$ cat src/rtl/pix_unpack_pkg.sv
package pix_unpack_pkg;

    typedef enum logic [1:0] {
        PW_1 = 2'd0,
        PW_2 = 2'd1,
        PW_4 = 2'd2,
        PW_8 = 2'd3
    } pix_width_e;

    typedef enum logic {
        ST_EMPTY = 1'b0,
        ST_HOLD  = 1'b1
    } unpack_state_e;

    // Codes above the widest map to the widest field.
    function automatic pix_width_e decode_depth(input logic [2:0] code);
        pix_width_e w;
        unique case (code)
            3'd0:    w = PW_1;
            3'd1:    w = PW_2;
            3'd2:    w = PW_4;
            default: w = PW_8;
        endcase
        return w;
    endfunction

endpackage

$ cat src/rtl/pix_cfg_reg.sv
module pix_cfg_reg
    import pix_unpack_pkg::*;
#(
    parameter int BYTE_W = 8,
    localparam int SLOT_W = $clog2(BYTE_W)
) (
    input  logic              clk,
    input  logic              rst_n,
    input  logic              frame_start,
    input  logic [2:0]        cfg_depth,
    input  logic              cfg_lsb_first,
    output pix_width_e        width_q,
    output logic              lsb_first_q,
    output logic [SLOT_W-1:0] last_slot
);

    always_ff @(posedge clk) begin
        if (!rst_n) begin
            width_q     <= PW_8;
            lsb_first_q <= 1'b0;
        end else if (frame_start) begin
            width_q     <= decode_depth(cfg_depth);
            lsb_first_q <= cfg_lsb_first;
        end
    end

    // Pixels per byte minus one.
    assign last_slot = SLOT_W'((BYTE_W >> width_q) - 1);

endmodule

$ cat src/rtl/pix_field_sel.sv
module pix_field_sel #(
    parameter int BYTE_W = 8,
    localparam int SLOT_W = $clog2(BYTE_W),
    localparam int NUM_W  = SLOT_W + 1
) (
    input  logic [BYTE_W-1:0] byte_i,
    input  logic [1:0]        lw_i,
    input  logic [SLOT_W-1:0] slot_i,
    input  logic [SLOT_W-1:0] last_i,
    input  logic              lsb_first_i,
    output logic [BYTE_W-1:0] pix_o
);

    logic [SLOT_W-1:0] fld;
    logic [BYTE_W-1:0] cand [NUM_W];

    // Field index counted from the bottom of the byte.
    assign fld = lsb_first_i ? slot_i : (last_i - slot_i);

    for (genvar g = 0; g < NUM_W; g++) begin : g_width
        localparam int FW = 1 << g;
        localparam logic [BYTE_W-1:0] MASK = BYTE_W'((64'd1 << FW) - 64'd1);
        assign cand[g] = (byte_i >> (32'(fld) * FW)) & MASK;
    end

    assign pix_o = cand[lw_i];

endmodule

$ cat src/rtl/pix_unpack.sv
module pix_unpack
    import pix_unpack_pkg::*;
#(
    parameter int BYTE_W = 8,
    localparam int SLOT_W = $clog2(BYTE_W)
) (
    input  logic              clk,
    input  logic              rst_n,
    input  logic              frame_start,
    input  logic [2:0]        cfg_depth,
    input  logic              cfg_lsb_first,
    input  logic [BYTE_W-1:0] in_byte,
    input  logic              in_valid,
    output logic              in_ready,
    output logic [BYTE_W-1:0] pix_data,
    output logic              pix_valid,
    input  logic              pix_ready
);

    unpack_state_e     state_q, state_nx;
    pix_width_e        width_q;
    logic              lsb_first_q;
    logic [SLOT_W-1:0] last_slot;
    logic [SLOT_W-1:0] slot_q;
    logic [BYTE_W-1:0] byte_q;
    logic              pix_take, byte_take, at_last;

    pix_cfg_reg #(.BYTE_W(BYTE_W)) u_cfg (
        .clk          (clk),
        .rst_n        (rst_n),
        .frame_start  (frame_start),
        .cfg_depth    (cfg_depth),
        .cfg_lsb_first(cfg_lsb_first),
        .width_q      (width_q),
        .lsb_first_q  (lsb_first_q),
        .last_slot    (last_slot)
    );

    pix_field_sel #(.BYTE_W(BYTE_W)) u_sel (
        .byte_i      (byte_q),
        .lw_i        (width_q),
        .slot_i      (slot_q),
        .last_i      (last_slot),
        .lsb_first_i (lsb_first_q),
        .pix_o       (pix_data)
    );

    // State register
    always_ff @(posedge clk) begin
        if (!rst_n) state_q <= ST_EMPTY;
        else        state_q <= state_nx;
    end

    // Held byte and pixel position
    always_ff @(posedge clk) begin
        if (!rst_n) begin
            byte_q <= '0;
            slot_q <= '0;
        end else if (frame_start) begin
            slot_q <= '0;
        end else if (byte_take) begin
            byte_q <= in_byte;
            slot_q <= '0;
        end else if (pix_take) begin
            slot_q <= slot_q + 1'b1;
        end
    end

    // Outputs and next state
    always_comb begin
        at_last   = (slot_q == last_slot);
        pix_valid = (state_q == ST_HOLD) && !frame_start;
        pix_take  = pix_valid && pix_ready;
        in_ready  = !frame_start &&
                    ((state_q == ST_EMPTY) || (at_last && pix_take));
        byte_take = in_valid && in_ready;
        state_nx  = state_q;
        unique case (state_q)
            ST_EMPTY: if (byte_take) state_nx = ST_HOLD;              // load
            ST_HOLD:  if (pix_take && at_last)
                          state_nx = byte_take ? ST_HOLD : ST_EMPTY;  // refill / drain
            default:  state_nx = ST_EMPTY;
        endcase
        if (frame_start) state_nx = ST_EMPTY;                         // flush
    end

endmodule

$ cat config.mk
export PLATFORM = sky130hd
export DESIGN_NAME = pix_unpack
export DESIGN_NICKNAME = d
export VERILOG_FILES = /design/src/rtl/pix_unpack_pkg.sv /design/src/rtl/pix_cfg_reg.sv /design/src/rtl/pix_field_sel.sv /design/src/rtl/pix_unpack.sv
export SDC_FILE = /design/constraint.sdc
export NUM_CORES = 1
export LEC_CHECK = 0
export BUFFER_PORTS_ARGS = -buffer_cell sky130_fd_sc_hd__buf_2
export CAP_MARGIN = 20
export CORE_MARGIN = 2
export CORE_UTILIZATION = 45
export CTS_CLUSTER_SIZE = 16
export DETAILED_ROUTE_END_ITERATION = 10
export PLACE_DENSITY_LB_ADDON = 0.2
export SETUP_SLACK_MARGIN = 0.4
export SLEW_MARGIN = 20
export SYNTH_ARGS = -nofsm -noshare
export SYNTH_HDL_FRONTEND = slang
export SYNTH_SLANG_ARGS = --single-unit
$ cat constraint.sdc
create_clock -name clk -period 3.4 [get_ports clk]
set_input_delay 0.17 -clock clk [delete_from_list [all_inputs] [get_ports clk]]
set_output_delay 0.17 -clock clk [all_outputs]
set_load 0.01 [all_outputs]
==> results of run 1 <==
==> per-layer routing <==
layer	wire length [um]	global-route usage
met3	130	0.02011
met2	1040	0.3120
met4	16	0.07895
met5	0	0
met1	1113	0.2712
==> worst paths after layout <==
kind / start / depth (start not counted) / end / slack, ps
max: u_cfg.width_q[1]$_SDFFE_PN1P_ / 8 / pix_data[0] / 520
min: cfg_depth[1] / 3 / u_cfg.width_q[1]$_SDFFE_PN1P_ / 110
min reg2reg: byte_q[5]$_SDFFE_PN0P_ / 2 / byte_q[5]$_SDFFE_PN0P_ / 500
max reg2reg: u_cfg.width_q[1]$_SDFFE_PN1P_ / 7 / byte_q[3]$_SDFFE_PN0P_ / 1070
==> cell usage after synthesis (2+ instances only) <==
cell	n
inv_1	7
nand2_1	18
a21oi_1	6
o22ai_1	2
mux2i_1	2
nor2_1	3
nor2b_1	6
xor2_1	3
clkbuf_1	8
and2_1	2
or3_1	2
o21ai_0	13
nand3_1	10
ha_1	3
nand2b_1	2
nor3_1	6
nand3b_1	2
nor3b_1	3
dfxtp_1	15
==> final cells by class <==
class | instances | area, um2 | share of cell area
multi-input cells | 100 | 678.2 | 0.5531
flip-flops and latches | 15 | 307.8 | 0.2510
repair buffers | 29 | 152.6 | 0.1245
well taps | 28 | 35.03 | 0.02857
clock buffers | 4 | 26.28 | 0.02143
inverters | 7 | 26.28 | 0.02143
==> cell families (layout without fill, tap and decap cells) <==
kind of cell,Yosys count,count (layout),synth area share
AND/OR/NAND/NOR,58,58,0.2940
multiplexers,5,5,0.07872
adder cells (fa/ha/maj),4,4,0.05659
XOR/XNOR,4,4,0.03445
buffers and inverters,16,40,0.06027
AO/OA/AOI/OAI,29,29,0.1808
flip-flops,15,15,0.2952
==> sequential cells by signal (all words and copies together), names as in the netlist <==
register           cells
byte_q                 8
slot_q                 3
state_q                1
u_cfg.lsb_first_q      1
u_cfg.width_q          2
==> repair_timing <==
| item | in CTS | in global routing |
|---|---|---|
| endpoints found under the setup margin | 1 | 7 |
| pin swaps | 0 | 0 |
| setup buffers | 0 | 3 |
| gates cloned | 0 | 0 |
| resized for setup | 2 | 8 |
==> worst max-delay path, cell delays in order, from the launching register on <==
cell and delay [ps]:
dfxtp_4 390, and2_1 150, ha_1 200, fa_1 470, mux2_4 330, mux4_2 290, a32o_1 210, a311o_1 270
buf_2 140
==> power breakdown <==
part | internal (mW) | total (mW) | switching (mW)
registers | 0.182 | 0.190 | 0.00856
logic | 0.0348 | 0.0768 | 0.0420
clock network | 0.0454 | 0.102 | 0.0563
total | 0.262 | 0.369 | 0.107
==> metrics by stage <==
stage / instance area (um2) / power, mW / worst slack, ps / hold slack, ps
after global placement: 1147 / 0.2653 / 745.5 / 402.8
after CTS: 1176 / 0.3669 / 482.8 / 111.6
after detailed placement: 1147 / 0.2673 / 649.4 / 401.9
after global routing: 1226 / 0.3907 / 422.2 / 124.6
after floorplan: 1017 / 0.2446 / 831.5 / 299.5
final: 1226 / 0.3688 / 521.1 / 110.7
==> flow_summary.toml, run 1 <==
[outcome]
status = "finished, final reports clean"

[cells_and_area]
utilization = 0.5652
final-instance-count-excl-fill = 183
fin_nets = 177
n_fill_cell = 221
n_antenna_cell = 0
final_cell_mix = "buf_2 (26), nand2_1 (17), o21ai_0 (13), dfxtp_1 (13), nand3_1 (10)"
layout_commonest_cell = "buf_2"
synthToLayoutAreaGrowth_pct = 20.54
drive_gt1_frac = 0.2774

[clocking]
cts_tree = "yes"
cts_buffer_depth = 2
clk_latency_ps = 280
clockRootBuffer = "clkbuf_4"
holdBufCountCts = 0
cts.clk_slew.worst_paths_ps = 90
htree_levels = 1
numCtsBuffers = 3
clock-sinks = 15

[timing]
period_needed_ps = 2879
drv_slew = 0
period_share = 0.8467
relSlewSlack = 0.5859
worstMarginPinSlew_ps = 619.2
fin_worst_skew_ps = 7.575
tns_ps = 0
finalSetupViolCount = 0
rsz0062_at_grt = "no"
hold_viol_final = 0
fmax_mhz = 347.4

[logic_synthesis]
syn-instance-count = 131
synth_area_um2 = 1017
synth_cell_types = 37
synth_top_area_cell = "dfxtp_1"
yosysTopAreaCellShare = 0.2952
netlist_top_cells_area = "dfxtp_1 (30%), nand2_1 (6.6%), o21ai_0 (6.4%)"
synthFlopType = "dfxtp_1"
synth_edf_count = 0
syn_area_per_cell_um2 = 7.765
async_flop_share = 0
yosysWarnings = 0
synth-seq-area-share = 0.2952
syn-num-nets = 152
synth_seq_cells = 15

[place]
dp_hpwl_um = 1741
place_inst = 176
portBuffers = 26
gp_congestion = 0.8992

[routing]
drc = 0
ant_nets = 0
drt-initial-drc-count = 20
vias_per_cell = 5.361
wirelength_um = 2301
wire_per_inst_um = 12.57
drt-pass1-iter-count = 4
num_vias = 981

[floorplan]
row_count = 17
coreArea_um2 = 2170
dieHeight_um = 51.55
dieArea_um2 = 2657
pin_count = 27
chipWidth_um = 51.55
start_util = 0.4689

[power_and_ir_drop]
peakVddDrop_v = 0.0002570
p_leak_nw = 0.5249
pwr_density_cell_nw_per_um2 = 300.7

[global_route]
track_usage = 0.1959
grt_pass1_wl_um = 3960
grt_pass1_vias = 884
grt_start_max_net_pins = 21
overflow = 0
antenna_found_initial = 0

[worst_setup_path]
worstSetupEndpointType = "output port"
worstPathRequired_ps = 3230
crit_path_start_kind = "flop"
path_class = "reg -> out"
crit_path_max_fanout = 10
worstPathArrival_ps = 2710

[worst_hold_path]
hold_path_class = "in -> reg"

[flow_run]
drv_cap = 0
(Power assumes the default switching activity.)
==> inputs of run 2 (changes only) <==
--- a/config.mk
+++ b/config.mk
@@ -5,6 +5,7 @@
 export SDC_FILE = /design/constraint.sdc
 export NUM_CORES = 1
 export LEC_CHECK = 0
+export ABC_AREA = 1
 export BUFFER_PORTS_ARGS = -buffer_cell sky130_fd_sc_hd__buf_2
 export CAP_MARGIN = 20
 export CORE_MARGIN = 2
==> constraint.sdc (replaced) <==
create_clock -name clk -period 2.3 [get_ports clk]
set_input_delay 0.115 -clock clk [delete_from_list [all_inputs] [get_ports clk]]
set_output_delay 0.115 -clock clk [all_outputs]
set_load 0.01 [all_outputs]
==> flow_summary.toml, run 2 <==
[outcome]
status = "finished, final reports clean"

[routing]
ant_nets = 0
wl_met3_um = 120
vias_per_cell = 5.364
drc = 0
top_layer = "met4"
num_vias = 1164
drt-pass1-iter-count = 4
met1Wirelength_um = 1181
wirelength_um = 2815
wl_met2_um = 1469
drt-initial-drc-count = 25
wire_per_inst_um = 12.97

[clocking]
clk_latency_ps = 290
clock-sinks = 15
numCtsBuffers = 3
cts_buffer_depth = 2
cts.clk_slew.worst_paths_ps = 90
holdBufCountCts = 0
htree_levels = 1
clockRootBuffer = "clkbuf_4"
cts_tree = "yes"

[power_and_ir_drop]
pwr_density_cell_nw_per_um2 = 425.3
p_leak_nw = 0.6161
p_total_mw = 0.5763
peakVddDrop_v = 0.0003618

[worst_setup_path]
crit_cells = 10
crit_family = "adder cells"
worstPathRequired_ps = 2180
worstRegToRegCells = 10
crit_buf_inv = 4
crit_path_max_fanout = 7
max_stage_delay_ps = 550
path_class = "reg -> out"
worstPathArrival_ps = 2170
worstSetupEndpointType = "output port"
path_cells = "nand2_4 > inv_4 > ha_4 > fa_2 > o21ai_4 > inv_4 > buf_4 > nand2_4 > nor3_2 > buf_2"
crit_path_start_kind = "flop"
cp_slowest_cell = "fa_2"

[place]
gp_congestion = 0.8470
place_inst = 208
dp_hpwl_um = 2110
portBuffers = 26
dp_slack_ps = 105.8
dpl-instance-area_um2 = 1200

[logic_synthesis]
synth_common_cells = "nand2_1 (43), nand3_1 (33), inv_1 (18)"
synth-seq-area-share = 0.2938
synth_area_um2 = 1022
synth_top_area_cell = "dfxtp_1"
syn-instance-count = 157
yosysTopAreaCellShare = 0.2938
yosysWarnings = 0
synth_edf_count = 0
async_flop_share = 0
synth_seq_cells = 15
netlist_top_cells_area = "dfxtp_1 (29%), nand3_1 (16%), nand2_1 (16%)"
synth_cell_types = 23
syn-num-nets = 178
syn_area_per_cell_um2 = 6.511
yosysMostFrequentCell = "nand2_1"
synthFlopType = "dfxtp_1"

[timing]
period_needed_ps = 2288
drv_slew = 0
relSlewSlack = 0.8194
hold_viol_final = 0
fin_ws_ps = 11.90
fin_worst_skew_ps = 7.053
rsz0062_at_grt = "yes"
worstMarginPinSlew_ps = 270.1
tns_ps = 0
fmax_mhz = 437.0
period_share = 0.9948
finalSetupViolCount = 0

[floorplan]
pin_count = 27
coreArea_um2 = 2170
dieHeight_um = 51.66
row_count = 17
start_util = 0.4712
dieArea_um2 = 2669
chipWidth_um = 51.66

[cells_and_area]
final-instance-count-excl-fill = 217
regMostFlops = "byte_q"
finalInstanceArea_um2 = 1355
fin_nets = 211
largest_reg_flops = 8
drive_gt1_frac = 0.3386
n_antenna_cell = 0
reg_top3 = "byte_q (8), slot_q (3), u_cfg.width_q (2)"
layout_commonest_cell = "nand2_1"
final_cell_mix = "nand2_1 (38), nand3_1 (29), buf_2 (25)"
synthToLayoutAreaGrowth_pct = 32.56

[global_route]
antenna_found_initial = 0
grt_start_max_net_pins = 12
overflow = 0
grt_pass1_wl_um = 4698
track_usage = 0.2357
grt_pass1_vias = 1054

[flow_run]
drv_cap = 0

[worst_hold_path]
hold_path_class = "in -> reg"
whs_path_depth = 3
## run 2: changes by cell type after synthesis, sizes merged, moves of 3 or more
cell    delta
a21oi      +7
clkbuf     -6
inv       +11
nand2     +27
nand3     +23
nand4      +3
nor2       +4
nor2b      -6
nor3       -3
o21ai      -9
## run 2: power breakdown
part	switching [mW]	internal (mW)
Sequential	0.0107	0.269
Clock	0.0856	0.0674
Combinational	0.0852	0.0584
Total	0.182	0.395
## run 2: final timing paths
| kind | slack, ps | end | start |
|---|---|---|---|
| worst max-delay path | 10 | pix_data[6] | u_cfg.width_q[0]$_SDFFE_PN1P_ |
| worst min-delay path | 50 | u_cfg.width_q[1]$_SDFFE_PN1P_ | cfg_depth[1] |
| worst max register to register | 540 | byte_q[3]$_SDFFE_PN0P_ | u_cfg.width_q[1]$_SDFFE_PN1P_ |
| worst min register to register | 490 | byte_q[0]$_SDFFE_PN0P_ | byte_q[0]$_SDFFE_PN0P_ |
## run 2: kinds of logic (layout without fill, tap and decap cells)
family,count (synthesis),after routing,share of synthesized area
AOI/OAI and AO/OA,20,20,0.1187
buffers and inverters,23,55,0.09301
xor gates and xnor gates,2,2,0.01714
DFF,15,15,0.2938
adders and majority gates,4,4,0.05631
and+or+nand+nor,93,93,0.4210
## run 2: stage by stage
step	hold WS, ps	utilization
floorplan	245.3	-
global placement	342.0	0.5531
detailed placement	351.0	0.5531
CTS	49.24	0.6090
global route	47.88	0.6246
finish	54.85	0.6246
## run 2: area by class of cell
type / count / area [um2]
well taps: 28 / 35.03
fillers: 219 / 814.5
inverters: 19 / 76.32
repair buffers: 32 / 185.2
clock buffers: 4 / 26.28
multi-input cells: 119 / 725.7
flip-flops and latches: 15 / 306.5
## run 2: metal layers
metal | global-route usage | vias up
li1 | - | 594
met1 | 0.2932 | 524
met2 | 0.4209 | 40
met3 | 0.01724 | 6
met4 | 0.09211 | 0
met5 | 0 | -
## run 2: repair_timing
| item | CTS | global route |
|---|---|---|
| endpoints found under the setup margin | 9 | 15 |
| pin swaps | 9 | 1 |
| cloned | 0 | 0 |
| hold endpoints to repair | 0 | 0 |
| gates resized for setup | 18 | 6 |
| buffers inserted | 4 | 1 |
## run 2: worst register-to-register path, stage by stage (launching register included)
cell,delay (ps)
dfxtp_2,360
buf_4,170
inv_1,70
ha_1,290
nand2_1,80
nor2_2,110
nand2_2,80
a21oi_4,170
buf_6,140
nand3_1,80
a21oi_1,120
==> inputs of run 3 (changes only) <==
==> constraint.sdc (replaced) <==
create_clock -name clk -period 2.4 [get_ports clk]
set_input_delay 0.12 -clock clk [delete_from_list [all_inputs] [get_ports clk]]
set_output_delay 0.12 -clock clk [all_outputs]
set_load 0.01 [all_outputs]
==> flow_summary.toml, run 3 (synthesis gave the netlist of run 2 again) <==
[routing]
wire_per_inst_um = 12.74
vias_per_cell = 5.346
drt-initial-drc-count = 48
wirelength_um = 2765
drc = 0
ant_nets = 0
drt-pass1-iter-count = 4
num_vias = 1160

[cells_and_area]
largest_reg_flops = 8
layout_commonest_cell = "nand2_1"
fin_nets = 211
regMostFlops = "byte_q"
seqCellArea_um2 = 306.5
n_antenna_cell = 0
drive_gt1_frac = 0.3598
final_cell_mix = "nand2_1 (38), nand3_1 (26), buf_2 (25)"
reg_top3 = "byte_q (8), slot_q (3), u_cfg.width_q (2)"
synthToLayoutAreaGrowth_pct = 32.93
finalInstanceArea_um2 = 1359
n_fill_cell = 206
multiInputGateArea_um2 = 728.2

[place]
gp_congestion = 0.9078
dp_slack_ps = 245.9
portBuffers = 26
dp_hpwl_um = 2078
dpl-instance-area_um2 = 1175

[flow_run]
drv_cap = 0

[worst_hold_path]
hold_path_class = "in -> reg"

[global_route]
grt_pass1_vias = 1086
grt-busiest-layer = "met2"
use_met3 = 0.03161
use_met1 = 0.3009
grt_pass1_wl_um = 4698
overflow = 0
track_usage = 0.2279
met2_usage = 0.3846
antenna_found_initial = 0
grt_start_max_net_pins = 12

[clocking]
numCtsBuffers = 3
holdBufCountCts = 0
clk_latency_ps = 270
clock-sinks = 15
clockRootBuffer = "clkbuf_4"
cts_tree = "yes"
cts_buffer_depth = 2
cts.clk_slew.worst_paths_ps = 90
htree_levels = 1

[power_and_ir_drop]
comb_power_share = 0.249
p_total_mw = 0.5405
switchingPower_mw = 0.1668
peakVddDrop_v = 0.0002892
p_leak_nw = 0.6248
seq_power_share = 0.496
swShare = 0.3086
pwr_density_cell_nw_per_um2 = 397.8
p_clk_frac = 0.255
internal-power_mw = 0.3737

[timing]
period_share = 0.9554
fmax_mhz = 436.1
fin_worst_skew_ps = 5.431
fin_ws_ps = 107.0
worstMarginPinSlew_ps = 283.8
tns_ps = 0
hold_viol_final = 0
relSlewSlack = 0.8105
fin_hold_ws_ps = 69.13
rsz0062_at_grt = "yes"
drv_slew = 0
period_needed_ps = 2293
finalSetupViolCount = 0

[floorplan]
pin_count = 27
dieArea_um2 = 2669
coreArea_um2 = 2170
start_util = 0.4712
chipWidth_um = 51.66
row_count = 17
dieHeight_um = 51.66

[worst_setup_path]
crit_path_max_fanout = 4
path_class = "reg -> out"
worstPathArrival_ps = 2170
worstPathRequired_ps = 2280
worstSetupEndpointType = "output port"
crit_path_start_kind = "flop"

[outcome]
status = "finished, final reports clean"
run 3: per-layer routing:
layer  vias to the layer above  share of wire
met2                        41           0.52
met5                         -              0
li1                        588              -
met1                       529           0.43
met4                         0         0.0033
met3                         2          0.051
run 3: cell type report:
cell class              instances  area share
clock buffers                   3     0.01657
multi-input cells             119      0.5359
well taps                      28     0.02578
clock inverters                 1    0.003683
inverters                      19     0.05617
repair buffers                 32      0.1363
flip-flops and latches         15      0.2256
run 3: metrics by stage:
step,utilization,std cells
detailed placement,0.5415,208
finish,0.6263,217
global route,0.6263,217
CTS,0.5871,215
floorplan,-,157
global placement,0.5415,208
run 3: critical path: stages, from the launching register on:
cell     delay [ps]
dfxtp_4         360
nand2_4          80
inv_4            40
ha_4            140
fa_2            430
o21ai_4         190
buf_6           140
nand3_1          80
nand2_1          70
nand3_1          80
nand3_2          80
nand3_2          70
buf_6           130
run 3: final timing paths:
kind	start	endpoint	slack [ps]	depth (start not counted)
max reg2reg	u_cfg.width_q[1]$_SDFFE_PN1P_	byte_q[3]$_SDFFE_PN0P_	650	10
min reg2reg	byte_q[0]$_SDFFE_PN0P_	byte_q[0]$_SDFFE_PN0P_	480	2
min	cfg_depth[0]	u_cfg.width_q[0]$_SDFFE_PN1P_	70	3
max	u_cfg.width_q[0]$_SDFFE_PN1P_	pix_data[0]	110	12
run 3: power by group through the flow:
stage,Sequential [mW],Clock [mW],Combinational (mW)
3_3_place_gp,0.273,0,0.105
6_report,0.268,0.138,0.135
5_1_grt,0.270,0.156,0.149
3_5_place_dp,0.274,0,0.107
2_1_floorplan,0.271,0,0.0731
4_1_cts,0.268,0.143,0.118
run 3: what timing repair did:
action | CTS | global route
setup buffers | 3 | 2
gates cloned | 0 | 0
endpoints found under the setup margin | 8 | 9
gates resized for setup | 17 | 16
pin swaps | 6 | 7
